**src/rtl/lswatch_pkg.sv**
```systemverilog
package lswatch_pkg;
   localparam int CH_FW      = 10;
   localparam int CTRL_W     = 32;
   localparam int NOMASK_BIT = 20;
   localparam int DEV_LSB    = 24;
   localparam int SW_LSB     = 26;
   localparam int IWP_N      = 4;
   localparam int SEL_W      = 2;

   typedef struct packed {
      logic             dcare;
      logic [SEL_W-1:0] dsel;
      logic             acare;
      logic [SEL_W-1:0] asel;
      logic             icare;
      logic [SEL_W-1:0] isel;
      logic             en;
   } chan_cfg_t;

   function automatic logic pair_event(input logic [SEL_W-1:0] sel, input logic a, input logic b);
      case (sel)
         2'd0:    return a;
         2'd1:    return b;
         2'd2:    return a & b;
         default: return a | b;
      endcase
   endfunction
endpackage

```
**src/rtl/lswatch_cmp.sv**
```systemverilog
module lswatch_cmp #(
   parameter int W = 32
) (
   input  logic [W-1:0] probe,
   input  logic [W-1:0] ref_a,
   input  logic [W-1:0] ref_b,
   output logic         hit_a,
   output logic         hit_b
);
   assign hit_a = (probe == ref_a);
   assign hit_b = (probe == ref_b);
endmodule

```
**src/rtl/lswatch_regs.sv**
```systemverilog
module lswatch_regs
   import lswatch_pkg::*;
#(
   parameter int NUM_CH = 2,
   parameter int ADDR_W = 32,
   parameter int DATA_W = 32,
   parameter int VAL_W  = 32
) (
   input  logic                     clk,
   input  logic                     rst_n,
   input  logic                     cfg_we,
   input  logic [CTRL_W-1:0]        cfg_wdata,
   input  logic                     dbg_we,
   input  logic [NUM_CH-1:0]        dbg_wdata,
   input  logic                     val_we,
   input  logic [1:0]               val_idx,
   input  logic [VAL_W-1:0]         val_wdata,
   output chan_cfg_t [NUM_CH-1:0]   ch_cfg,
   output logic                     nomask,
   output logic [NUM_CH-1:0]        sw_en,
   output logic [NUM_CH-1:0]        dev_en,
   output logic [ADDR_W-1:0]        e_val,
   output logic [ADDR_W-1:0]        f_val,
   output logic [DATA_W-1:0]        g_val,
   output logic [DATA_W-1:0]        h_val,
   output logic [CTRL_W-1:0]        cfg_rdata
);
   localparam int CHB = NUM_CH * CH_FW;

   logic [CHB-1:0]    ch_q;
   logic              nomask_q;
   logic [NUM_CH-1:0] sw_q;
   logic [NUM_CH-1:0] dev_q;

   always_ff @(posedge clk or negedge rst_n) begin
      if (!rst_n) begin
         ch_q     <= '0;
         nomask_q <= 1'b0;
         sw_q     <= '0;
      end else if (cfg_we) begin
         ch_q     <= cfg_wdata[CHB-1:0];
         nomask_q <= cfg_wdata[NOMASK_BIT];
         sw_q     <= cfg_wdata[SW_LSB +: NUM_CH];
      end
   end

   always_ff @(posedge clk or negedge rst_n) begin
      if (!rst_n)      dev_q <= '0;
      else if (dbg_we) dev_q <= dbg_wdata;
   end

   always_ff @(posedge clk or negedge rst_n) begin
      if (!rst_n) begin
         e_val <= '0;
         f_val <= '0;
         g_val <= '0;
         h_val <= '0;
      end else if (val_we) begin
         case (val_idx)
            2'd0:    e_val <= val_wdata[ADDR_W-1:0];
            2'd1:    f_val <= val_wdata[ADDR_W-1:0];
            2'd2:    g_val <= val_wdata[DATA_W-1:0];
            default: h_val <= val_wdata[DATA_W-1:0];
         endcase
      end
   end

   assign ch_cfg = ch_q;
   assign nomask = nomask_q;
   assign sw_en  = sw_q;
   assign dev_en = dev_q;

   always_comb begin
      cfg_rdata                    = '0;
      cfg_rdata[CHB-1:0]           = ch_q;
      cfg_rdata[NOMASK_BIT]        = nomask_q;
      cfg_rdata[DEV_LSB +: NUM_CH] = dev_q;
      cfg_rdata[SW_LSB +: NUM_CH]  = sw_q;
   end
endmodule

```
**src/rtl/lswatch_chan.sv**
```systemverilog
module lswatch_chan
   import lswatch_pkg::*;
#(
   parameter bit OUT_REG = 1'b1
) (
   input  logic             clk,
   input  logic             rst_n,
   input  chan_cfg_t        cfg,
   input  logic [IWP_N-1:0] iwp_hit,
   input  logic             hit_e,
   input  logic             hit_f,
   input  logic             hit_g,
   input  logic             hit_h,
   input  logic             acc_valid,
   input  logic             recog,
   input  logic             sw_en,
   input  logic             dev_en,
   output logic             sw_trap,
   output logic             dev_trap
);
   logic i_ok, a_ok, d_ok, wp, sw_d, dev_d;

   assign i_ok  = ~cfg.icare | iwp_hit[cfg.isel];
   assign a_ok  = ~cfg.acare | pair_event(cfg.asel, hit_e, hit_f);
   assign d_ok  = ~cfg.dcare | pair_event(cfg.dsel, hit_g, hit_h);
   assign wp    = acc_valid & cfg.en & i_ok & a_ok & d_ok;
   assign sw_d  = wp & recog & sw_en;
   assign dev_d = wp & recog & dev_en;

   generate
      if (OUT_REG) begin : g_reg
         always_ff @(posedge clk or negedge rst_n) begin
            if (!rst_n) begin
               sw_trap  <= 1'b0;
               dev_trap <= 1'b0;
            end else begin
               sw_trap  <= sw_d;
               dev_trap <= dev_d;
            end
         end
      end else begin : g_comb
         assign sw_trap  = sw_d;
         assign dev_trap = dev_d;
      end
   endgenerate
endmodule

```
**src/rtl/lswatch_unit.sv**
```systemverilog
module lswatch_unit
   import lswatch_pkg::*;
#(
   parameter int NUM_CH  = 2,
   parameter int ADDR_W  = 32,
   parameter int DATA_W  = 32,
   parameter bit OUT_REG = 1'b1,
   localparam int VAL_W  = (ADDR_W > DATA_W) ? ADDR_W : DATA_W
) (
   input  logic               clk,
   input  logic               rst_n,
   input  logic               cfg_we,
   input  logic [CTRL_W-1:0]  cfg_wdata,
   output logic [CTRL_W-1:0]  cfg_rdata,
   input  logic               dbg_we,
   input  logic [NUM_CH-1:0]  dbg_wdata,
   input  logic               val_we,
   input  logic [1:0]         val_idx,
   input  logic [VAL_W-1:0]   val_wdata,
   input  logic               acc_valid,
   input  logic [ADDR_W-1:0]  acc_addr,
   input  logic [DATA_W-1:0]  acc_data,
   input  logic [IWP_N-1:0]   iwp_hit,
   input  logic               msr_ri,
   output logic [NUM_CH-1:0]  sw_trap,
   output logic [NUM_CH-1:0]  dev_trap
);
   generate
      if (NUM_CH != 2) begin : g_bad_ch
         $error("lswatch_unit: control word layout holds exactly two channels");
      end
      if (ADDR_W < 1 || DATA_W < 1) begin : g_bad_w
         $error("lswatch_unit: widths must be positive");
      end
      if (NUM_CH * CH_FW > NOMASK_BIT) begin : g_bad_fit
         $error("lswatch_unit: channel fields overlap the global bits");
      end
   endgenerate

   chan_cfg_t [NUM_CH-1:0] ch_cfg;
   logic                   nomask, recog;
   logic [NUM_CH-1:0]      sw_en, dev_en;
   logic [ADDR_W-1:0]      e_val, f_val;
   logic [DATA_W-1:0]      g_val, h_val;
   logic                   hit_e, hit_f, hit_g, hit_h;

   lswatch_regs #(
      .NUM_CH(NUM_CH), .ADDR_W(ADDR_W), .DATA_W(DATA_W), .VAL_W(VAL_W)
   ) regs_i (
      .clk(clk), .rst_n(rst_n),
      .cfg_we(cfg_we), .cfg_wdata(cfg_wdata),
      .dbg_we(dbg_we), .dbg_wdata(dbg_wdata),
      .val_we(val_we), .val_idx(val_idx), .val_wdata(val_wdata),
      .ch_cfg(ch_cfg), .nomask(nomask), .sw_en(sw_en), .dev_en(dev_en),
      .e_val(e_val), .f_val(f_val), .g_val(g_val), .h_val(h_val),
      .cfg_rdata(cfg_rdata)
   );

   lswatch_cmp #(.W(ADDR_W)) acmp_i (
      .probe(acc_addr), .ref_a(e_val), .ref_b(f_val), .hit_a(hit_e), .hit_b(hit_f)
   );

   lswatch_cmp #(.W(DATA_W)) dcmp_i (
      .probe(acc_data), .ref_a(g_val), .ref_b(h_val), .hit_a(hit_g), .hit_b(hit_h)
   );

   assign recog = nomask | msr_ri;

   generate
      for (genvar c = 0; c < NUM_CH; c++) begin : g_ch
         lswatch_chan #(.OUT_REG(OUT_REG)) chan_i (
            .clk(clk), .rst_n(rst_n), .cfg(ch_cfg[c]), .iwp_hit(iwp_hit),
            .hit_e(hit_e), .hit_f(hit_f), .hit_g(hit_g), .hit_h(hit_h),
            .acc_valid(acc_valid), .recog(recog),
            .sw_en(sw_en[c]), .dev_en(dev_en[c]),
            .sw_trap(sw_trap[c]), .dev_trap(dev_trap[c])
         );
      end
   endgenerate
endmodule

```
**config.mk**
```make
export PLATFORM = sky130hd
export DESIGN_NAME = lswatch_unit
export DESIGN_NICKNAME = d
export VERILOG_FILES = /design/src/rtl/lswatch_pkg.sv /design/src/rtl/lswatch_cmp.sv /design/src/rtl/lswatch_regs.sv /design/src/rtl/lswatch_chan.sv /design/src/rtl/lswatch_unit.sv
export SDC_FILE = /design/constraint.sdc
export NUM_CORES = 1
export LEC_CHECK = 0
export BUFFER_PORTS_ARGS = -buffer_cell sky130_fd_sc_hd__buf_4
export CAP_MARGIN = 20
export CORE_MARGIN = 1
export CORE_UTILIZATION = 45
export CTS_BUF_LIST = sky130_fd_sc_hd__clkbuf_16
export DETAILED_ROUTE_END_ITERATION = 10
export GPL_TIMING_DRIVEN = 0
export HOLD_SLACK_MARGIN = 0.12
export MAX_ROUTING_LAYER = met4
export PLACE_DENSITY = 0.72
export SYNTH_ARGS = -nofsm -noshare
export SYNTH_HDL_FRONTEND = slang
export SYNTH_SLANG_ARGS = --single-unit
```
**constraint.sdc**
```tcl
create_clock -name clk -period 1.9 [get_ports clk]
set_input_delay 0.57 -clock clk [delete_from_list [all_inputs] [get_ports clk]]
set_output_delay 0.57 -clock clk [all_outputs]
set_load 0.05 [all_outputs]
```
==> metrics.cfg <==
[status]
status = finished, violations left
violations = negative setup slack

[synthesis]
synth_cells = 565
synthTopCellsByCount = dfrtp_1 (157), mux2_2 (149), xor2_1 (96)
synth_flop_cell = dfrtp_1
synth_area_um2 = 7560
synth.area.top_cells = dfrtp_1 (52%), mux2_2 (22%), xor2_1 (11%)
yosysTopAreaCellShare_pct = 52.0
yosys_warnings = 0
yosysMostFrequentCell = dfrtp_1
ys_async_sr_fraction_pct = 100
yosysUniqueCellTypes = 31
synth.avg_cell_area_um2 = 13.4
ys_seq_area_share_pct = 52.0
yosys_register_bits = 157
synth_top_area_cell = dfrtp_1
synth_edf_count = 0

[routing]
remaining_drc_errors = 0
routed-via-count = 5267
drt-initial-drc-count = 286
wirelength_um = 21500
ant_nets = 0
via_per_inst = 5.33
first_pass_iters = 4
met2_length_um = 10800
met3WireLength_um = 1500
met1_length_um = 8550
wl_per_cell_um = 21.8
top_layer = met4

[timing]
fin_worst_skew_ns = 0.0106
period_share_pct = 112
finalCriticalPeriod_ns = 2.13
setup_violations = 4
clock.fmax_mhz = 470
rsz0062_at_grt = yes
fin_ws_ns = -0.229
tightest_slew_ns = 0.910
drv_slew = 0
hold_viol_final = 0
maxSlewHeadroom_pct = 39.3

[setup_path]
path_buf_inv = 0
critPathCaptureType = flip-flop
crit_chain = xor2_1 -> nor4_1 -> nand4_1 -> or2_1 -> a31o_1 -> nor4b_2
crit_family = simple AND/OR/NAND/NOR gates
max_stage_delay_ns = 0.38
start_kind = flip-flop
critPathArrivalTime_ns = 2.45
critical_path_class = reg -> reg
path_depth = 6
worstPathRequired_ns = 2.23
r2r_slack_ns = -0.23
path_max_fanout = 2
reg2reg_depth = 6
critPathSlowestCell = dfrtp_1

[final_layout]
drive_gt1_share_pct = 51.6
area_growth_pct = 31.9
diodes = 0
num-nets-final = 899
post-route-util_pct = 60.6

[floorplan]
die-width_um = 132
core-area_um2 = 16500
start_util_pct = 45.9
rows = 47
die_h_um = 132
pin_count = 179
die_area_um2 = 17300

[worst_hold_path]
hold_class = in -> async

[clock_tree]
cts_tree = yes
cts_buffer_depth = 2
clkSinkCount = 157
cts_buffers = 17
htree_levels = 4
path_clk_slew_ns = 0.06
clk_latency_ns = 0.44
clockRootBuffer = clkbuf_16
hold_buffers = 0

[grt]
grt.overflow.total = 0
grt_start_max_net_pins = 90
grt_pass1_wl_um = 32800
grt_use_total_pct = 26.7
first_global_vias = 5830
antenna_found_initial = 0

[place]
pre_cts_slack_ns = -0.776
place_hpwl_um = 16300
portBuffers = 161
gp_congestion = 0.937

[flow_run]
drv_cap = 0

[pwr]
p_per_area_nw_per_um2 = 1030
leakage_uw = 0.00443
peakVddDrop_v = 0.000694

[routing by layer]
layer / global-route usage, % / vias up
met3: 6.91 / 48
met4: 12.1 / 0
li1: - / 2374
met5: - / -
met2: 44.8 / 214
met1: 30.0 / 2631
[cell families (layout without fill, tap and decap cells)]
logic type / count (synthesis) / count (layout) / synth area share, %
other: 1 / 7 / 0.0496
muxes: 151 / 151 / 22.8
and+or+nand+nor: 76 / 76 / 6.27
DFF: 157 / 157 / 52.0
buffers and inverters: 35 / 233 / 2.58
xor gates and xnor gates: 128 / 128 / 14.8
AOI/OAI and AO/OA: 17 / 17 / 1.52
[state kept, by name (all words and copies together) (netlist names)]
name,count
g_ch.chan_i.dev_trap,2
g_ch.chan_i.sw_trap,2
regs_i.ch_cfg,20
regs_i.dev_en,2
regs_i.e_val,32
regs_i.f_val,32
regs_i.g_val,32
regs_i.h_val,32
regs_i.nomask,1
regs_i.sw_en,2
[timing repair]
action                                  CTS  global route
gates resized for setup                  16            17
endpoints found under the setup margin    4             4
pin swaps                                13            21
buffers inserted                          2             2
[worst register-to-register path: stages (launching register included)]
cell and delay [ns]:
dfrtp_1 0.38, xor2_1 0.18, nor4_1 0.33, nand4_1 0.23, or2_1 0.31, a31o_1 0.27, nor4b_2 0.32
[path summary, 6_finish.rpt]
| path | from | end |
|---|---|---|
| min reg2reg | regs_i.h_val[2]$_DFFE_PN0P_ | regs_i.h_val[2]$_DFFE_PN0P_ |
| max | regs_i.h_val[26]$_DFFE_PN0P_ | g_ch[1].chan_i.sw_trap$_DFF_PN0_ |
| min | rst_n | regs_i.ch_cfg[9]$_DFFE_PN0P_ |
| min in group clk | cfg_wdata[3] | regs_i.ch_cfg[3]$_DFFE_PN0P_ |
| max in group asynchronous | rst_n | regs_i.e_val[8]$_DFFE_PN0P_ |
| max reg2reg | regs_i.h_val[26]$_DFFE_PN0P_ | g_ch[1].chan_i.sw_trap$_DFF_PN0_ |
[cell type report]
cell class | instances | area [um^2]
Fill cell | 1283 | 6490
Sequential cell | 157 | 3930
Multi-Input combinational cell | 379 | 3680
Timing Repair Buffer | 166 | 1270
Clock buffer | 17 | 425
Tap cell | 220 | 275
Clock inverter | 15 | 194
Buffer | 31 | 180
Inverter | 4 | 15.0
[stage by stage]
step                      hold WS [ns]  power (uW)  TNS, ns  std cells  cell area (um^2)
after floorplan                  0.274        5660        0        571              7580
after global placement           0.507        6490   -95.78        952              9070
after detailed placement         0.514        6610   -29.14        953              9100
after CTS                        0.167       10300   -0.439        987              9840
after global routing             0.196       10700    -1.10        989              9970
final                            0.150       10300   -0.741        989              9970
[cells in the final DEF (no fill, tap or decap), types with 2 or more instances in the layout]
master,n
clkinv_2,3
nand4_1,16
xor2_1,95
buf_1,5
nor4_4,4
clkbuf_16,17
inv_1,5
o211ai_1,2
a31o_1,2
xnor2_2,7
nand3b_1,2
buf_2,3
mux4_2,2
conb_1,7
nand2b_1,4
nor4b_2,4
nand3_1,3
a21oi_1,2
dfrtp_1,157
bufinv_16,4
o21ai_0,6
nor4_1,22
inv_6,4
buf_4,180
nand2_1,6
nor4_2,9
mux2_2,149
xnor2_1,25
clkbuf_1,7
or2_2,2
[power breakdown]
part	switching [uW]	internal, uW
logic	1200	1130
clock network	1430	2200
registers	433	3920
total	3070	7250
No activity file was read; power rests on OpenSTA's default activity.
